### config.mk
export PLATFORM = sky130hd
export DESIGN_NAME = dsp_ctl_exec
export DESIGN_NICKNAME = d
export VERILOG_FILES = /design/src/rtl/dsp_ctl_pkg.sv /design/src/rtl/dsp_ctl_decode.sv /design/src/rtl/dsp_ctl_fsm.sv /design/src/rtl/dsp_ctl_regfile.sv /design/src/rtl/dsp_ctl_exec.sv
export SDC_FILE = /design/constraint.sdc
export NUM_CORES = 2
export LEC_CHECK = 0
export BUFFER_PORTS_ARGS = -buffer_cell sky130_fd_sc_hd__buf_2
export CELL_PAD_IN_SITES_DETAIL_PLACEMENT = 0
export CELL_PAD_IN_SITES_GLOBAL_PLACEMENT = 1
export CORE_MARGIN = 2
export CORE_UTILIZATION = 40
export CTS_CLUSTER_DIAMETER = 100
export DETAILED_ROUTE_END_ITERATION = 8
export PLACE_DENSITY = 0.74
export SYNTH_ARGS = -nofsm -noshare
export SYNTH_HDL_FRONTEND = slang
export SYNTH_SLANG_ARGS = --single-unit
### constraint.sdc
create_clock -name clk -period 8.83 [get_ports clk]
set_input_delay 2.649 -clock clk [delete_from_list [all_inputs] [get_ports clk]]
set_output_delay 2.649 -clock clk [all_outputs]
set_load 0.02 [all_outputs]
### src/rtl/dsp_ctl_pkg.sv
package dsp_ctl_pkg;

    localparam int DATA_W = 16;
    localparam int ADDR_W = 5;

    // register map slots whose position the datapath relies on
    localparam logic [4:0] RA_IX_BASE = 5'h04;
    localparam logic [4:0] RA_ACH0    = 5'h10;
    localparam logic [4:0] RA_ACH1    = 5'h11;
    localparam logic [4:0] RA_SR      = 5'h13;
    localparam logic [4:0] RA_AUX     = 5'h18;
    localparam logic [4:0] RA_ACL0    = 5'h1C;
    localparam logic [4:0] RA_ACL1    = 5'h1D;
    localparam logic [4:0] RA_ACM0    = 5'h1E;
    localparam logic [4:0] RA_ACM1    = 5'h1F;

    // status word bit positions
    localparam int SRB_BASE   = 6;
    localparam int SRB_MULMOD = 13;
    localparam int SRB_WIDE   = 14;
    localparam int SRB_UNSGN  = 15;

    typedef enum logic [3:0] {
        K_MOVE,
        K_LRI,
        K_LRIS,
        K_DAR,
        K_IAR,
        K_ADDAR,
        K_SBSET,
        K_SBCLR,
        K_MODE,
        K_ILL
    } kind_e;

    typedef struct packed {
        kind_e       kind;
        logic [4:0]  dst;
        logic [4:0]  src;
        logic [15:0] imm;
    } op_t;

    typedef enum logic {
        ST_EXEC,
        ST_WAIT_IMM
    } st_e;

endpackage

### src/rtl/dsp_ctl_decode.sv
module dsp_ctl_decode
    import dsp_ctl_pkg::*;
(
    input  logic [15:0] instr_i,
    output op_t         op_o
);

    always_comb begin
        op_o.kind = K_ILL;
        op_o.dst  = '0;
        op_o.src  = '0;
        op_o.imm  = '0;
        casez (instr_i)
            16'b0000_0000_0000_01??: begin
                op_o.kind = K_DAR;
                op_o.dst  = {3'b000, instr_i[1:0]};
            end
            16'b0000_0000_0000_10??: begin
                op_o.kind = K_IAR;
                op_o.dst  = {3'b000, instr_i[1:0]};
            end
            16'b0000_0000_0001_????: begin
                op_o.kind = K_ADDAR;
                op_o.dst  = {3'b000, instr_i[1:0]};
                op_o.src  = RA_IX_BASE + {3'b000, instr_i[3:2]};
            end
            16'b0000_0000_100?_????: begin
                op_o.kind = K_LRI;
                op_o.dst  = instr_i[4:0];
            end
            16'b0000_1???_????_????: begin
                op_o.kind = K_LRIS;
                op_o.dst  = RA_AUX + {2'b00, instr_i[10:8]};
                op_o.imm  = {{8{instr_i[7]}}, instr_i[7:0]};
            end
            16'b0001_11??_????_????: begin
                op_o.kind = K_MOVE;
                op_o.dst  = instr_i[9:5];
                op_o.src  = instr_i[4:0];
            end
            16'b0001_0010_0000_0???: begin
                op_o.kind = K_SBSET;
                op_o.imm  = {13'b0, instr_i[2:0]};
            end
            16'b0001_0011_0000_0???: begin
                op_o.kind = K_SBCLR;
                op_o.imm  = {13'b0, instr_i[2:0]};
            end
            16'b1000_????_????_????: begin
                op_o.kind = K_MODE;
                op_o.imm  = {12'b0, instr_i[11:8]};
            end
            default: op_o.kind = K_ILL;
        endcase
    end

endmodule

### src/rtl/dsp_ctl_fsm.sv
module dsp_ctl_fsm
    import dsp_ctl_pkg::*;
#(
    parameter int AW = ADDR_W
) (
    input  logic          clk,
    input  logic          rst_n,
    input  logic          valid_i,
    input  logic          is_lri_i,
    input  logic          is_ill_i,
    input  logic [AW-1:0] lri_dst_i,
    output logic          exec_fire_o,
    output logic          imm_fire_o,
    output logic          fetch_req_o,
    output logic          illegal_o,
    output logic [AW-1:0] pend_dst_o
);

    st_e  st_q, st_d;
    logic ill_d;
    logic cap_dst;

    // state register
    always_ff @(posedge clk or negedge rst_n) begin
        if (!rst_n) st_q <= ST_EXEC;
        else        st_q <= st_d;
    end

    // next state and per-state outputs
    always_comb begin
        st_d        = st_q;
        exec_fire_o = 1'b0;
        imm_fire_o  = 1'b0;
        fetch_req_o = 1'b0;
        ill_d       = 1'b0;
        cap_dst     = 1'b0;
        unique case (st_q)
            ST_EXEC: begin
                if (valid_i) begin
                    exec_fire_o = 1'b1;
                    ill_d       = is_ill_i;
                    if (is_lri_i) begin   // T_LRI_FIRST
                        st_d    = ST_WAIT_IMM;
                        cap_dst = 1'b1;
                    end
                end
            end
            ST_WAIT_IMM: begin
                fetch_req_o = 1'b1;
                if (valid_i) begin        // T_IMM_ARRIVE
                    imm_fire_o = 1'b1;
                    st_d       = ST_EXEC;
                end
            end
            default: st_d = ST_EXEC;
        endcase
    end

    always_ff @(posedge clk or negedge rst_n) begin
        if (!rst_n) begin
            illegal_o  <= 1'b0;
            pend_dst_o <= '0;
        end else begin
            illegal_o <= ill_d;
            if (cap_dst) pend_dst_o <= lri_dst_i;
        end
    end

endmodule

### src/rtl/dsp_ctl_regfile.sv
module dsp_ctl_regfile
    import dsp_ctl_pkg::*;
#(
    parameter int DW  = DATA_W,
    parameter int AW  = ADDR_W,
    parameter int NRD = 3
) (
    input  logic                    clk,
    input  logic                    rst_n,
    input  logic                    we_i,
    input  logic [AW-1:0]           waddr_i,
    input  logic [DW-1:0]           wdata_i,
    input  logic                    wide_i,
    input  logic [NRD-1:0][AW-1:0]  raddr_i,
    output logic [NRD-1:0][DW-1:0]  rdata_o,
    output logic [DW-1:0]           sr_o
);

    localparam int NREG = 1 << AW;

    logic [DW-1:0] mem [NREG];
    logic [DW-1:0] nxt [NREG];
    logic          ext_act;
    logic [DW-1:0] hi_sext;
    logic [DW-1:0] hi_fill;

    assign ext_act = we_i && wide_i &&
                     (waddr_i == AW'(RA_ACM0) || waddr_i == AW'(RA_ACM1));
    assign hi_sext = {{(DW-8){wdata_i[7]}}, wdata_i[7:0]};
    assign hi_fill = {DW{wdata_i[DW-1]}};

    always_comb begin
        for (int i = 0; i < NREG; i++) begin
            nxt[i] = mem[i];
            if (we_i && waddr_i == AW'(i)) begin
                if (AW'(i) == AW'(RA_ACH0) || AW'(i) == AW'(RA_ACH1))
                    nxt[i] = hi_sext;
                else
                    nxt[i] = wdata_i;
            end else if (ext_act && waddr_i[0] == 1'(i % 2)) begin
                if (AW'(i) == AW'(RA_ACL0) || AW'(i) == AW'(RA_ACL1))
                    nxt[i] = '0;
                else if (AW'(i) == AW'(RA_ACH0) || AW'(i) == AW'(RA_ACH1))
                    nxt[i] = hi_fill;
            end
        end
    end

    always_ff @(posedge clk or negedge rst_n) begin
        if (!rst_n) begin
            for (int i = 0; i < NREG; i++) mem[i] <= '0;
        end else begin
            for (int i = 0; i < NREG; i++) mem[i] <= nxt[i];
        end
    end

    for (genvar r = 0; r < NRD; r++) begin : g_rd
        assign rdata_o[r] = mem[raddr_i[r]];
    end

    assign sr_o = mem[AW'(RA_SR)];

endmodule

### src/rtl/dsp_ctl_exec.sv
module dsp_ctl_exec
    import dsp_ctl_pkg::*;
#(
    parameter int DW = DATA_W,
    parameter int AW = ADDR_W
) (
    input  logic          clk,
    input  logic          rst_n,
    input  logic [DW-1:0] instr_i,
    input  logic          instr_valid_i,
    output logic          fetch_req_o,
    output logic          illegal_o,
    input  logic [AW-1:0] dbg_addr_i,
    output logic [DW-1:0] dbg_data_o
);

    localparam int NRD   = 3;
    localparam int BIT_W = $clog2(DW);

    op_t                   op;
    logic                  exec_fire;
    logic                  imm_fire;
    logic [AW-1:0]         pend_dst;
    logic                  rf_we;
    logic [AW-1:0]         rf_waddr;
    logic [DW-1:0]         rf_wdata;
    logic                  rf_wide;
    logic [AW-1:0]         ra_a;
    logic [AW-1:0]         ra_b;
    logic [NRD-1:0][AW-1:0] rf_raddr;
    logic [NRD-1:0][DW-1:0] rf_rdata;
    logic [DW-1:0]         rd_a;
    logic [DW-1:0]         rd_b;
    logic [DW-1:0]         sr_q;
    logic [BIT_W-1:0]      sr_bit;
    logic [DW-1:0]         sr_mask;

    dsp_ctl_decode i_dec (
        .instr_i (instr_i),
        .op_o    (op)
    );

    dsp_ctl_fsm #(.AW(AW)) i_fsm (
        .clk         (clk),
        .rst_n       (rst_n),
        .valid_i     (instr_valid_i),
        .is_lri_i    (op.kind == K_LRI),
        .is_ill_i    (op.kind == K_ILL),
        .lri_dst_i   (op.dst),
        .exec_fire_o (exec_fire),
        .imm_fire_o  (imm_fire),
        .fetch_req_o (fetch_req_o),
        .illegal_o   (illegal_o),
        .pend_dst_o  (pend_dst)
    );

    assign rf_raddr = {dbg_addr_i, ra_b, ra_a};
    assign rd_a       = rf_rdata[0];
    assign rd_b       = rf_rdata[1];
    assign dbg_data_o = rf_rdata[2];

    dsp_ctl_regfile #(.DW(DW), .AW(AW), .NRD(NRD)) i_rf (
        .clk     (clk),
        .rst_n   (rst_n),
        .we_i    (rf_we),
        .waddr_i (rf_waddr),
        .wdata_i (rf_wdata),
        .wide_i  (rf_wide),
        .raddr_i (rf_raddr),
        .rdata_o (rf_rdata),
        .sr_o    (sr_q)
    );

    assign sr_bit  = BIT_W'(op.imm[3:0]) + BIT_W'(SRB_BASE);
    assign sr_mask = DW'(1) << sr_bit;
    assign rf_wide = sr_q[SRB_WIDE];

    // execute datapath: one write per cycle through the register file port
    always_comb begin
        rf_we    = 1'b0;
        rf_waddr = op.dst;
        rf_wdata = '0;
        ra_a     = op.src;
        ra_b     = op.src;
        if (imm_fire) begin
            rf_we    = 1'b1;
            rf_waddr = pend_dst;
            rf_wdata = instr_i;
        end else if (exec_fire) begin
            unique case (op.kind)
                K_MOVE: begin
                    rf_we    = 1'b1;
                    rf_wdata = rd_a;
                end
                K_LRIS: begin
                    rf_we    = 1'b1;
                    rf_wdata = op.imm;
                end
                K_DAR: begin
                    ra_a     = op.dst;
                    rf_we    = 1'b1;
                    rf_wdata = rd_a - DW'(1);
                end
                K_IAR: begin
                    ra_a     = op.dst;
                    rf_we    = 1'b1;
                    rf_wdata = rd_a + DW'(1);
                end
                K_ADDAR: begin
                    ra_a     = op.dst;
                    ra_b     = op.src;
                    rf_we    = 1'b1;
                    rf_wdata = rd_a + rd_b;
                end
                K_SBSET: begin
                    rf_we    = 1'b1;
                    rf_waddr = AW'(RA_SR);
                    rf_wdata = sr_q | sr_mask;
                end
                K_SBCLR: begin
                    rf_we    = 1'b1;
                    rf_waddr = AW'(RA_SR);
                    rf_wdata = sr_q & ~sr_mask;
                end
                K_MODE: begin
                    rf_waddr = AW'(RA_SR);
                    rf_wdata = sr_q;
                    rf_we    = (op.imm[3:0] >= 4'hA);
                    case (op.imm[3:0])
                        4'hA: rf_wdata[SRB_MULMOD] = 1'b0;
                        4'hB: rf_wdata[SRB_MULMOD] = 1'b1;
                        4'hC: rf_wdata[SRB_UNSGN]  = 1'b0;
                        4'hD: rf_wdata[SRB_UNSGN]  = 1'b1;
                        4'hE: rf_wdata[SRB_WIDE]   = 1'b0;
                        4'hF: rf_wdata[SRB_WIDE]   = 1'b1;
                        default: rf_wdata = sr_q;
                    endcase
                end
                K_LRI, K_ILL: rf_we = 1'b0;
                default:      rf_we = 1'b0;
            endcase
        end
    end

endmodule

[Yosys cells after proc, flatten, opt, wreduce, memory -nomap -nowiden]
Index checks and enable logic that the tools add are counted.
Storage, ports and cells
  register bits: 519
  memories: 0
  word-level logic and storage cells: 204
  latch bits: 0
  input bits: 24
  bits in writable memories: 0
  memory bits (read-only): 0
Cells by class
  bitwise operators: 8
  muxes and demuxes: 47
  magnitude comparators: 4
  divide/modulo/power cells: 0
  reductions and logical operators: 48
  shifts and indexed selects: 1
  multiply operators: 0
  equality and inequality tests: 55
  add/subtract/negate cells: 6
Operators with widths (count)
  $mux 16: 16
  $bmux 16 s5: 3
  $pmux 16 s8: 1
  $eq 5x5->1 const B: 16
  $pmux 16 s3: 1
  $eq 5x4->1 const B: 8
  $eq 4x4->1 const B: 9
  $logic_and 1x1->1: 36
  $pmux 4 s9: 1
  $mux 5: 6
  $eq 13x10->1 const B: 2
  $eq 5x3->1 const B: 4
  $pmux 5 s4: 1
  $ge 6x6->1 const B: 3
  $not 5->6: 3
  $add 16x1->16 const B: 1
  $add 16x16->16: 1
  $and 16x16->16: 1
  $eq 4x3->1 const B: 4
  $not 16->16: 1
  $or 16x16->16: 1
  $shl 1x4->16 const A: 1
  $sub 16x1->16 const B: 1
  $eq 14x1->1 const B: 1
  other kinds (23): 47

[Depth between registers and ports, before layout]
  depth in word-level cells: 17
  gate-level depth with buffers: 28

[By module]
A second synthesis with hierarchy kept.
Unflattened totals
  cells, all modules: 2443
  area total of the unflattened synthesis: 33667.3 µm²
By module, submodules not included
  dsp_ctl_regfile: area an instance 30719.5 µm², times used 1, cells each 2006, sequential area each 12411.9 µm²
  dsp_ctl_exec: area an instance 2148.3 µm², times used 1, cells each 348, sequential area each 0.0 µm²
  dsp_ctl_decode: area an instance 501.7 µm², times used 1, cells each 71, sequential area each 0.0 µm²
  dsp_ctl_fsm: area an instance 297.8 µm², times used 1, cells each 18, sequential area each 175.2 µm²

[Worst setup path before layout]
OpenSTA, ideal clock, no wires.
  kind: input-to-reg
  from: in instr_i[10]
  to: reg i_rf.mem[47] (netlist name)
  arrival time: 8.505 ns
  cell stages on the path: 25
  slack: 0.191 ns
  buffers on the path: 6
  cells stage by stage: buf_6 -> or4_4 -> buf_6 -> or4_4 -> a21boi_4 -> nor2_4 -> buf_2 -> buf_2 -> buf_2 -> a311oi_1 -> a211oi_1 -> a211oi_1 -> or2_2 -> ha_1 -> or3_1 -> a211o_1 -> a2111oi_0 -> nor2_1 -> a211o_1 -> a21o_1 -> a21oi_1 -> xnor3_1 -> a221oi_4 -> buf_6 -> o31ai_1
On the way
  longest elaborated chain between the ends: 16
Ends and longest elaborated chain
  from (decl): RTL line dsp_ctl_exec.sv:9  | input logic [DW-1:0] instr_i,
  $eq 14x2->1 (tied with other cells): RTL line dsp_ctl_decode.sv:13  | casez (instr_i)
  $pmux 4 s9: RTL line dsp_ctl_decode.sv:13
  $eq 4x3->1 or $eq 4x2->1 (tied branches): RTL line dsp_ctl_exec.sv:90  | unique case (op.kind)
  $reduce_or 3->1 (no source line)
  $mux 5: RTL line dsp_ctl_exec.sv:90
  $mux 5: RTL line dsp_ctl_exec.sv:89  | end else if (exec_fire) begin
  $mux 5: RTL line dsp_ctl_exec.sv:85  | if (imm_fire) begin
  $not 5->6 (implied by the code): RTL line dsp_ctl_regfile.sv:58  | assign rdata_o[r] = mem[raddr_i[r]];
  $bmux 16 s5: RTL line dsp_ctl_regfile.sv:58
  $mux 16 (implied by the code) (2 in a row): RTL line dsp_ctl_regfile.sv:58
  $add 16x16->16 (tied with other cells): RTL line dsp_ctl_exec.sv:113  | rf_wdata = rd_a + rd_b;
  $pmux 16 s8: RTL line dsp_ctl_exec.sv:90
  $mux 16: RTL line dsp_ctl_exec.sv:89
  $mux 16: RTL line dsp_ctl_exec.sv:85
  $mux 16: RTL line dsp_ctl_regfile.sv:35  | if (we_i && waddr_i == AW'(i)) begin
  to (decl): RTL line dsp_ctl_regfile.sv:21  | logic [DW-1:0] mem [NREG];
Several ways; a longest one is shown, not always the timed one. The select of a mux whose other input is x is not followed.
A chain may end at the register's enable or synchronous reset.

[Final worst setup path]
  from: in instr_i[6]
  to: reg i_rf.mem[319] (netlist name)
On the way
  longest elaborated chain between the ends: 15
Ends and longest elaborated chain (RTL line)
  $eq 14x2->1 (tied with other cells): dsp_ctl_decode.sv:13
  $pmux 4 s9: dsp_ctl_decode.sv:13
  $eq 4x3->1 or $eq 4x2->1 (tied branches): dsp_ctl_exec.sv:90
  $reduce_or 3->1 (no source line)
  $mux 5: dsp_ctl_exec.sv:90
  $mux 5: dsp_ctl_exec.sv:89
  $mux 5: dsp_ctl_exec.sv:85
  $not 5->6 (implied by the code): dsp_ctl_regfile.sv:58
  $bmux 16 s5: dsp_ctl_regfile.sv:58
  $mux 16 (implied by the code) (2 in a row): dsp_ctl_regfile.sv:58
  $add 16x16->16 (tied with other cells): dsp_ctl_exec.sv:113
  $pmux 16 s8: dsp_ctl_exec.sv:90
  $mux 16: dsp_ctl_exec.sv:89
  $mux 16: dsp_ctl_exec.sv:85
Several ways; a longest one is shown, not always the timed one. The select of a mux whose other input is x is not followed.

==> metrics.md <==
| Metric | Value |
|---|---|
| Post-synthesis compound-gate area fraction | 0.177 |
| Share of cells above drive strength 1 | 0.215 |
| P_leak | approximately 0.015 uW |
| Remaining DRCs | 0 |
| Number of synthesized flops with an enable pin | 0 |
| Power consumption | 5330 uW |
| Power per cell area | ~150 nW/um^2 |
| Fmax | approximately 0.12 GHz |
| HP Class | reg2reg |
| Final Cycle Share | 0.976 |
| Slew Viols, Final | 0 |
| Antenna violations before repair | 1 |
| Fillers | around 7,000 |
| CP max-delay cell | or4_4 |
| Req. time, crit path | about 9.3 ns |
| Seq cells post-synth | a little over 500 |
| Total CTS buffers | 57 |
| Num rows | 100 |
| Post-Route WL | between 100,000 and 150,000 um |
| Die width | about 280 um |
| Net Count, Synth | around 3,400 |
| Crit end category | register |
| Skew final | between 0.02 and 0.025 ns |
| Synth Area in Adders | 0.00728 |
| Most used cell, CP | buf_4 |
| XOR/XNOR Fraction of Synth Area | 0.00451 |
| Post-DR wirelength/cell | 29.5 um |
| Max Cap Viol | 0 |
| Syn avg cell area | 9.13 sq um |
| Hold Crit Endpoint | i_rf.mem[187] |
| Rel. slew slack | 0.137 |
| Top-area cell type share of the netlist area | 0.416 |
| Fin cells | about 4,400 |
| Post-layout nets | about 3,500 |
| Reg-to-Reg Start | i_fsm.st_q |
| Vias/cell | roughly 6.4 |
| Most used DFF post-synth | dfrtp_1 |
| Via count | 28,463 |
| Biggest area consumer among synthesized cells | dfrtp_1 |
| GRT Total Usage | 0.334 |
| Vias in the first global route | roughly 27,000 |
| Tmin final | about 8.6 ns |
| Cell count after synthesis | 3,315 |
| Buf/Inv on CP | 6 |
| Worst path top cell family by delay | compound AO/OA/AOI/OAI gates |
| Worst EP arrival | 9.11 ns |
| VDD IR max | between 0.1 and 0.15 mV |
| Die area | approximately 80,000 sq um |
| Worst-Skew Late Latency | ~0.63 ns |
| Ports | between 40 and 50 |
| Root buf cell | clkbuf_16 |
| Crit-path max FO | 16 |
| Antenna-violating nets left | 0 |
| Area of the mapped netlist | 30,300 sq um |
| Worst Tran Pin Value | ~1.3 ns |
| Syn. warnings | 0 |
| Detail Placement HPWL | approximately 90,000 um |
| CTS tree | yes |
| Hold-fix buffers, CTS | 0 |
| Synth Area in Simple Gates | 0.177 |
| RR Endpoint | i_rf.mem[319] |
| Post-synth top cells | 827 x nand2_1, 503 x dfrtp_1, 414 x o21ai_0 |
| Layout area overhead | 16.6% |
| Post-synthesis sequential area ratio | 0.416 |
| Number of hold violations in the final report | 0 |
| Mux cell area share after synthesis | 0.173 |
| Placed cells | roughly 4,300 |
| Chip Height | 279 um |
| Global-route wire length before repair | roughly 190,000 um |
| Hold Path Stages | 2 |
| RSZ-0062 raised after global routing | false |
| Ys async rst share | 1.00 |
| Cell with the most instances after synthesis | nand2_1 |
| Worst R2R Setup Slack | 2.31 ns |
| Initial Util | 0.405 |
| Critical path type | in2reg |
| Worst setup SP type | primary input |
| CTS clk-pin slew, worst paths | around 0.060 ns |
| Setup_tns | 0 ns |
| Slowest stage delay, CP | approximately 0.53 ns |
| Status | finished clean |
| Largest net degree at the start of global routing | ~170 |
| Iteration-0 DRC Markers | approximately 3,400 |
| CTS HTree Levels | 2 |
| Congestion Overflow GR | 0 |
| Final Setup Violations | 0 |
| Routability cong. | roughly 0.98 |
| Post-synthesis cell type count | 83 |
| Sink Count | around 500 |
| Post-CTS setup buffers | 0 |
| Maximum root-to-sink buffer count | 3 |
| Buffers on Ports | roughly 40 |
| Drt first pass iters | 6 |
| WHS | between 0.5 and 0.6 ns |
| Largest family of logic cells by synthesized area | simple AND/OR/NAND/NOR gates |
| Hold Startpoint | i_rf.mem[187] |
| Dominant cells by area after synthesis | dfrtp_1 42%, mux4_2 11%, nand2_1 10% |
| Core area | between 70,000 and 80,000 sq um |
| R2R cell count | 21 |
==> worst min-delay path, delay by kind of cell, from the launching register on <==
kind,cells,cell delay (ns)
flip-flops,1,0.36
AO/OA/AOI/OAI,1,0.06
AND/OR/NAND/NOR,1,0.05
==> flip-flops by register name, summed over array words and instances, names as in the netlist <==
signal            cells
i_fsm.st_q            1
i_rf.mem            480
i_fsm.pend_dst_o      5
i_rf.sr_o            16
i_fsm.illegal_o       1
==> logic make-up after synthesis <==
group,Yosys count
AOI/OAI and AO/OA,870
xor gates and xnor gates,14
adders and majority gates,17
buffers and inverters,331
DFF,503
muxes,331
and+or+nand+nor,1249
==> report_power, final <==
part | internal, uW | switching [uW] | total, uW
Clock | 1610 | 1030 | 2640
Sequential | 2310 | 4.85 | 2320
Combinational | 125 | 250 | 375
Total | 4040 | 1290 | 5330
==> routing by layer <==
metal	vias to the layer above	GRT usage	part of all wire	wire (um)
met1	14305	0.466	0.41	53800
met4	2	0.157	0.055	7160
li1	12200	-	-	-
met3	359	0.0589	0.097	12700
met5	-	0	0.00031	40
met2	1597	0.503	0.44	56800
==> repair_timing <==
item / CTS / global route
hold endpoints to repair: 0 / 0
endpoints found under the setup margin: 0 / 28
gates resized for setup: 0 / 3
==> layout by cell type (no fill, tap or decap), types with 9 or more instances in the layout <==
master,synthesis,routed
nand3_1,163,162
a31oi_1,35,34
bufinv_16,0,10
ha_1,16,16
buf_12,0,31
mux2i_1,86,86
or3_1,10,10
dfrtp_1,503,503
nand4_1,23,23
a22o_1,9,9
nor3_1,18,18
clkbuf_1,233,10
a22oi_1,18,16
clkbuf_8,0,17
a222oi_1,9,9
o21ai_1,22,21
and2_1,11,11
clkbuf_16,0,57
o211ai_1,13,13
mux4_2,143,143
o21ai_0,414,414
a311oi_1,22,22
o31ai_1,54,54
nand2_1,827,822
a31o_2,9,9
nor2_1,93,90
inv_1,18,18
mux2_2,102,102
buf_4,5,276
nor4_1,11,11
a211oi_1,73,73
a21oi_1,99,93
and3_1,50,50
buf_2,41,38
==> per-stage QoR <==
| step | utilization | worst slack [ns] | instance area [sq um] |
|---|---|---|---|
| global placement | 0.445 | -0.429 | 33200 |
| floorplan | - | 0.191 | 30300 |
| CTS | 0.472 | 0.146 | 35300 |
| global route | 0.473 | 0.0275 | 35300 |
| detailed placement | 0.445 | -0.464 | 33200 |
| finish | 0.473 | 0.209 | 35300 |
==> final cells by class <==
cell class | instances | area, sq um | area share
multi-input combinational | 2481 | 16500 | 0.466
sequential | 503 | 12600 | 0.357
timing repair buffer | 348 | 2920 | 0.0828
clock buffer | 83 | 1680 | 0.0477
tap | 969 | 1210 | 0.0343
clock inverter | 20 | 378 | 0.0107
inverter | 18 | 67.6 | 0.00191
antenna | 1 | 2.50 | 0.0000709
==> how the worst max path moves through the flow <==
stage                           start  cells after the start            end
after floorplan           instr_i[10]                     25   i_rf.mem[47]
after global placement     instr_i[6]                     25  i_rf.mem[286]
after detailed placement   instr_i[6]                     24  i_rf.mem[383]
after CTS                  instr_i[6]                     24  i_rf.mem[335]
after global routing       instr_i[6]                     25  i_rf.mem[447]
final                      instr_i[6]                     25  i_rf.mem[319]
Note: power is estimated with default switching activity, not from simulation.
